**config.mk**
```make
export PLATFORM = sky130hd
export DESIGN_NAME = regstack_seq
export DESIGN_NICKNAME = d
export VERILOG_FILES = /design/src/rtl/rsq_pkg.sv /design/src/rtl/rsq_slot_pick.sv /design/src/rtl/rsq_byte_src.sv /design/src/rtl/regstack_seq.sv
export SDC_FILE = /design/constraint.sdc
export NUM_CORES = 1
export LEC_CHECK = 0
export ABC_CLOCK_PERIOD_IN_PS = 7500
export BUFFER_PORTS_ARGS = -buffer_cell sky130_fd_sc_hd__buf_4
export CELL_PAD_IN_SITES_DETAIL_PLACEMENT = 1
export CELL_PAD_IN_SITES_GLOBAL_PLACEMENT = 1
export CORE_ASPECT_RATIO = 0.7
export CORE_UTILIZATION = 41
export CTS_BUF_LIST = sky130_fd_sc_hd__clkbuf_16
export CTS_CLUSTER_SIZE = 14
export DETAILED_ROUTE_END_ITERATION = 7
export PLACE_DENSITY_LB_ADDON = 0.12
export SETUP_SLACK_MARGIN = 0.05
export SLEW_MARGIN = 5
export SYNTH_ARGS = -nofsm -noshare
export SYNTH_HDL_FRONTEND = slang
export SYNTH_SLANG_ARGS = --single-unit
```
**constraint.sdc**
```tcl
create_clock -name clk -period 7.5 [get_ports clk]
set_input_delay 1.5 -clock clk [delete_from_list [all_inputs] [get_ports clk]]
set_output_delay 1.5 -clock clk [all_outputs]
set_load 0.05 [all_outputs]
```
**src/rtl/rsq_pkg.sv**
```systemverilog
package rsq_pkg;
  localparam int NSLOT = 8;
  localparam int NHALF = NSLOT / 2;
  localparam int SLOT_W = $clog2(NSLOT);

  typedef enum logic [1:0] {
    ST_IDLE = 2'd0,
    ST_XFER = 2'd1,
    ST_FIN  = 2'd2
  } rsq_state_e;
endpackage

```
**src/rtl/rsq_slot_pick.sv**
```systemverilog
module rsq_slot_pick #(
  parameter int N = 8,
  localparam int IW = $clog2(N)
) (
  input  logic [N-1:0]  pend,
  input  logic          top_first,
  output logic [IW-1:0] idx
);
  logic [IW-1:0] hi_idx;
  logic [IW-1:0] lo_idx;

  always_comb begin
    hi_idx = '0;
    lo_idx = '0;
    for (int i = 0; i < N; i++) begin
      if (pend[i]) hi_idx = IW'(i);
    end
    for (int i = N - 1; i >= 0; i--) begin
      if (pend[i]) lo_idx = IW'(i);
    end
  end

  assign idx = top_first ? hi_idx : lo_idx;
endmodule

```
**src/rtl/rsq_byte_src.sv**
```systemverilog
module rsq_byte_src #(
  parameter int DW = 8,
  parameter int NW = 4,
  localparam int WIW = $clog2(NW)
) (
  input  logic [NW-1:0][2*DW-1:0] wide_regs,
  input  logic [NW-1:0][DW-1:0]   narrow_regs,
  input  logic                    is_wide,
  input  logic [WIW-1:0]          sub_idx,
  input  logic                    hi_sel,
  output logic [DW-1:0]           byte_o
);
  logic [2*DW-1:0] wsel;
  assign wsel = wide_regs[sub_idx];

  always_comb begin
    if (is_wide) byte_o = hi_sel ? wsel[2*DW-1:DW] : wsel[DW-1:0];
    else         byte_o = narrow_regs[sub_idx];
  end
endmodule

```
**src/rtl/regstack_seq.sv**
```systemverilog
module regstack_seq
  import rsq_pkg::*;
#(
  parameter int DW = 8,
  parameter int AW = 16,
  parameter int CW = 5
) (
  input  logic          clk,
  input  logic          rst,
  input  logic          start,
  input  logic          pull,
  input  logic          use_user,
  input  logic [7:0]    sel_mask,
  input  logic [AW-1:0] pc_in,
  input  logic [AW-1:0] s_in,
  input  logic [AW-1:0] u_in,
  input  logic [AW-1:0] y_in,
  input  logic [AW-1:0] x_in,
  input  logic [DW-1:0] dp_in,
  input  logic [DW-1:0] b_in,
  input  logic [DW-1:0] a_in,
  input  logic [DW-1:0] cc_in,
  output logic [AW-1:0] mem_addr,
  output logic          mem_we,
  output logic          mem_re,
  output logic [DW-1:0] mem_wdata,
  input  logic [DW-1:0] mem_rdata,
  output logic          done,
  output logic          branch_taken,
  output logic [CW-1:0] cyc_count,
  output logic [AW-1:0] pc_out,
  output logic [AW-1:0] s_out,
  output logic [AW-1:0] u_out,
  output logic [AW-1:0] y_out,
  output logic [AW-1:0] x_out,
  output logic [DW-1:0] dp_out,
  output logic [DW-1:0] b_out,
  output logic [DW-1:0] a_out,
  output logic [DW-1:0] cc_out
);
  localparam int WIW = $clog2(NHALF);

  rsq_state_e st_q;
  logic [NSLOT-1:0]           pend_q;
  logic                       phase_q;
  logic                       pull_q;
  logic                       user_q;
  logic                       pcpull_q;
  logic [AW-1:0]              sp_q;
  logic [CW-1:0]              cnt_q;
  logic [NHALF-1:0][2*DW-1:0] wide_q;
  logic [NHALF-1:0][DW-1:0]   nar_q;

  logic [SLOT_W-1:0] cur_idx;
  logic              cur_wide;
  logic              hi_sel;
  logic              last_byte;
  logic [NSLOT-1:0]  pend_nxt;
  logic [DW-1:0]     out_byte;

  rsq_slot_pick #(.N(NSLOT)) u_pick (
    .pend      (pend_q),
    .top_first (~pull_q),
    .idx       (cur_idx)
  );

  assign cur_wide  = cur_idx[SLOT_W-1];
  assign hi_sel    = phase_q ^ pull_q;
  assign last_byte = ~cur_wide | phase_q;
  assign pend_nxt  = pend_q & ~(NSLOT'(1) << cur_idx);

  rsq_byte_src #(.DW(DW), .NW(NHALF)) u_src (
    .wide_regs   (wide_q),
    .narrow_regs (nar_q),
    .is_wide     (cur_wide),
    .sub_idx     (cur_idx[WIW-1:0]),
    .hi_sel      (hi_sel),
    .byte_o      (out_byte)
  );

  assign mem_we    = (st_q == ST_XFER) & ~pull_q;
  assign mem_re    = (st_q == ST_XFER) & pull_q;
  assign mem_addr  = pull_q ? sp_q : sp_q - AW'(1);
  assign mem_wdata = out_byte;

  always_ff @(posedge clk) begin
    if (rst) begin
      st_q     <= ST_IDLE;
      pend_q   <= '0;
      phase_q  <= 1'b0;
      pull_q   <= 1'b0;
      user_q   <= 1'b0;
      pcpull_q <= 1'b0;
      sp_q     <= '0;
      cnt_q    <= '0;
      wide_q   <= '0;
      nar_q    <= '0;
    end else begin
      case (st_q)
        ST_IDLE: begin
          if (start) begin
            wide_q[3] <= pc_in;
            wide_q[2] <= use_user ? s_in : u_in;
            wide_q[1] <= y_in;
            wide_q[0] <= x_in;
            nar_q[3]  <= dp_in;
            nar_q[2]  <= b_in;
            nar_q[1]  <= a_in;
            nar_q[0]  <= cc_in;
            sp_q      <= use_user ? u_in : s_in;
            pend_q    <= sel_mask;
            phase_q   <= 1'b0;
            cnt_q     <= '0;
            pull_q    <= pull;
            user_q    <= use_user;
            pcpull_q  <= pull & sel_mask[NSLOT-1];
            st_q      <= (sel_mask == '0) ? ST_FIN : ST_XFER;
          end
        end
        ST_XFER: begin
          sp_q  <= pull_q ? sp_q + AW'(1) : sp_q - AW'(1);
          cnt_q <= cnt_q + CW'(1);
          if (pull_q) begin
            if (cur_wide) begin
              if (hi_sel) wide_q[cur_idx[WIW-1:0]][2*DW-1:DW] <= mem_rdata;
              else        wide_q[cur_idx[WIW-1:0]][DW-1:0]    <= mem_rdata;
            end else begin
              nar_q[cur_idx[WIW-1:0]] <= mem_rdata;
            end
          end
          if (last_byte) begin
            pend_q  <= pend_nxt;
            phase_q <= 1'b0;
            if (pend_nxt == '0) st_q <= ST_FIN;
          end else begin
            phase_q <= 1'b1;
          end
        end
        ST_FIN:  st_q <= ST_IDLE;
        default: st_q <= ST_IDLE;
      endcase
    end
  end

  assign done         = (st_q == ST_FIN);
  assign branch_taken = (st_q == ST_FIN) & pcpull_q;
  assign cyc_count    = cnt_q;
  assign pc_out       = wide_q[3];
  assign y_out        = wide_q[1];
  assign x_out        = wide_q[0];
  assign s_out        = user_q ? wide_q[2] : sp_q;
  assign u_out        = user_q ? sp_q : wide_q[2];
  assign dp_out       = nar_q[3];
  assign b_out        = nar_q[2];
  assign a_out        = nar_q[1];
  assign cc_out       = nar_q[0];
endmodule

```
==> summary.txt <==
Run status
  • Outcome: finished clean

Placed design
  • DP Worst Slack: 2.81 ns
  • Gpl congestion: 0.897
  • Port bufs: 277
  • Dpl hpwl: 25700 microns
  • Placed insts: 1458

Clock tree
  • Clk buf depth: 2
  • CTS tree: done
  • TritonCTS Buffers: 17
  • Resize count post-CTS: 0
  • Post-CTS Hold Fix Bufs: 0
  • Clock Sinks: 131
  • Root buffer cell: clkbuf_16
  • CTS H-tree depth: 4
  • Worst-skew pair later-pin latency: 0.43 ns
  • Setup Fix Bufs, Post-CTS: 0
  • Clk slew on worst S/H paths: 0.06 ns

Cells and area
  • Commonest non-fill, non-tap cells in the layout: buf_4, nor2_1, dfxtp_1
  • Most common cell after layout, fill and taps aside: buf_4
  • Final nets: 1337
  • Fin util: 0.532
  • Layout cells sized above 1: 0.329
  • Filler cells: 2512
  • # diodes: 0
  • Area Growth Syn to Fin: 27.2%
  • Final std cells w/o fill: 1490

Hold path
  • Worst min-delay path endpoint: pcpull_q$_SDFFE_PP0P_
  • Hold crit path type: reg -> reg
  • Hold wc startpoint: pcpull_q$_SDFFE_PP0P_
  • Hold Path Stages: 2

Logic synthesis
  • Mapped Area: 8660 sq um
  • EDFF count, synth: 0
  • Mean area per synthesized cell: 8.35 sq um
  • Number of distinct library cells after synthesis: 66
  • Seq/Total Area, Yosys: 0.303
  • Async SR Flop Fraction: 0
  • Most used DFF post-synth: dfxtp_1
  • Syn Nets: 1173
  • Cells after Synth: 1037
  • Synth Register Bits: 131
  • Ys Warns: 0

Timing
  • Layout Skew: 0.0128 ns
  • Max-slew violations: 0
  • Fin Setup TNS: 0 ns
  • Setup Viol. Count Final: 0
  • Final hold viol count: 0
  • Peak Freq: 188 MHz
  • Worst slew pin tran: 1.03 ns
  • Min Tclk post-route: 5.33 ns
  • RSZ-0062 raised after global routing: false
  • Setup WS post-layout: 2.17 ns
  • Slew HR: 0.312
  • Fin crit share: 0.710

Floorplan
  • Row cnt: 44
  • Full die area: 21700 sq um
  • Initial Util: 0.418
  • Die Y-Extent: 124 microns
  • Num ports: 278
  • Core area: 20700 sq um
  • Die X: 176 microns

Global route
  • Largest net degree at the start of global routing: 90
  • Vias in the first global route: 8677
  • GR Overflow Total: 0
  • Overall routing resource usage: 0.317
  • Initial antenna violation count: 0
  • First-pass GRT wire length: 52000 microns

Critical path
  • R2R Setup Slk: 4.03 ns
  • RR Endpoint: pc_out[9]$_SDFFE_PP0P_
  • Reg2reg path depth: 7
  • CP max FO: 25
  • Worst EP required: 6.00 ns
  • Data arrival time of the worst path: 3.83 ns
  • Critical Path Start Type: flip-flop
  • Worst R2R Start: st_q[1]$_SDFFE_PP0P_
  • Crit. End Element: output port
  • Crit Path Class: reg -> out

Routing
  • Post-route DRC: 0
  • Antenna viol nets, final: 0
  • Vias: 9028
  • Vias/cell: 6.06
  • Post-DR wirelength/cell: 23.4 microns
  • Initial DRC count: 817
  • DR pass1 iterations: 5
  • Final wirelength: 34900 microns

Flow run
  • Max Cap Violations: 0

Pwr
  • Cell area power density: 351 nW/um^2
  • Pleak: 0.00471 uW
  • Worst VDD drop: 235 uV
-- report_power, final --
group	leakage (uW)	internal, uW	switching, uW
Sequential	0.00108	808	163
Combinational	0.00333	641	1370
Clock	0.000296	527	360
Total	0.00471	1980	1890
-- routing by layer --
metal  vias up  global-route usage  routed length, microns  share of wire
met2       400               0.492                   15500           0.45
li1       4116                   -                       -              -
met4         0              0.0821                     542          0.016
met1      4467               0.453                   16200           0.46
met3        45              0.0574                    2590          0.074
met5         -                   0                       0              0
-- worst max-delay path by stage --
| stage | startpoint | slack (ns) | depth (start not counted) | end |
|---|---|---|---|---|
| 2_1_floorplan | pend_q[6]$_SDFFE_PP0P_ | 3.46 | 9 | mem_wdata[7] |
| 3_3_place_gp | pend_q[2]$_SDFFE_PP0P_ | 2.90 | 8 | mem_wdata[4] |
| 3_5_place_dp | pend_q[2]$_SDFFE_PP0P_ | 2.81 | 8 | mem_wdata[4] |
| 4_1_cts | pend_q[2]$_SDFFE_PP0P_ | 2.25 | 8 | mem_wdata[5] |
| 5_1_grt | pend_q[2]$_SDFFE_PP0P_ | 2.07 | 8 | mem_wdata[4] |
| 6_report | pend_q[2]$_SDFFE_PP0P_ | 2.17 | 8 | mem_wdata[5] |
-- cells by family after synthesis --
logic type	count (synthesis)	synth area share
xor+xnor	18	0.0199
flops	131	0.303
mux	105	0.149
compound gates	306	0.256
fa+ha+maj	3	0.00434
buf+inv	152	0.0919
simple gates	322	0.176
-- metrics by stage --
step                      hold slack (ns)  area, sq um  power (uW)
after global routing                0.501        11000        4020
after floorplan                     0.427         8660        2410
after detailed placement            0.460        10400        2960
after global placement              0.447        10400        2940
final                               0.464        11000        3860
after CTS                           0.468        11000        3850
-- cell usage after synthesis (all sizes together), types with 18 or more instances --
master | instances | area share
nand2 | 70 | 0.030
a22oi | 71 | 0.062
a211oi | 81 | 0.070
dfxtp | 131 | 0.30
o21ai | 51 | 0.032
nor2 | 152 | 0.067
clkbuf | 66 | 0.029
nand3 | 29 | 0.017
mux2i | 57 | 0.066
nor3 | 18 | 0.014
buf | 74 | 0.058
a21oi | 34 | 0.022
mux2 | 32 | 0.042
-- worst max-delay path, stage by stage, from the launching register on --
cell and delay (ns):
dfxtp_1 0.49, inv_1 0.11, a21o_1 0.20, o21a_1 0.36, nor2_4 0.75, mux4_2 0.59
mux2i_1 0.41, o21ai_1 0.19, buf_4 0.26
-- final cells by class --
| type | count | area (sq um) | area share |
|---|---|---|---|
| clock inverter | 15 | 180 | 0.0164 |
| inverter | 12 | 45.0 | 0.00409 |
| tap | 276 | 345 | 0.0314 |
| clock buffer | 17 | 425 | 0.0386 |
| sequential | 131 | 2620 | 0.238 |
| multi-input combinational | 754 | 5260 | 0.477 |
| timing repair buffer | 285 | 2140 | 0.194 |
-- sequential cells by signal, summed over array words and instances (netlist names), 2 cells and up --
name       count
pend_q         8
b_out          8
st_q           2
pc_out        16
x_out         16
cc_out         8
y_out         16
a_out          8
wide_q        16
sp_q          16
dp_out         8
cyc_count      5
Note: power is estimated with default switching activity, not from simulation.
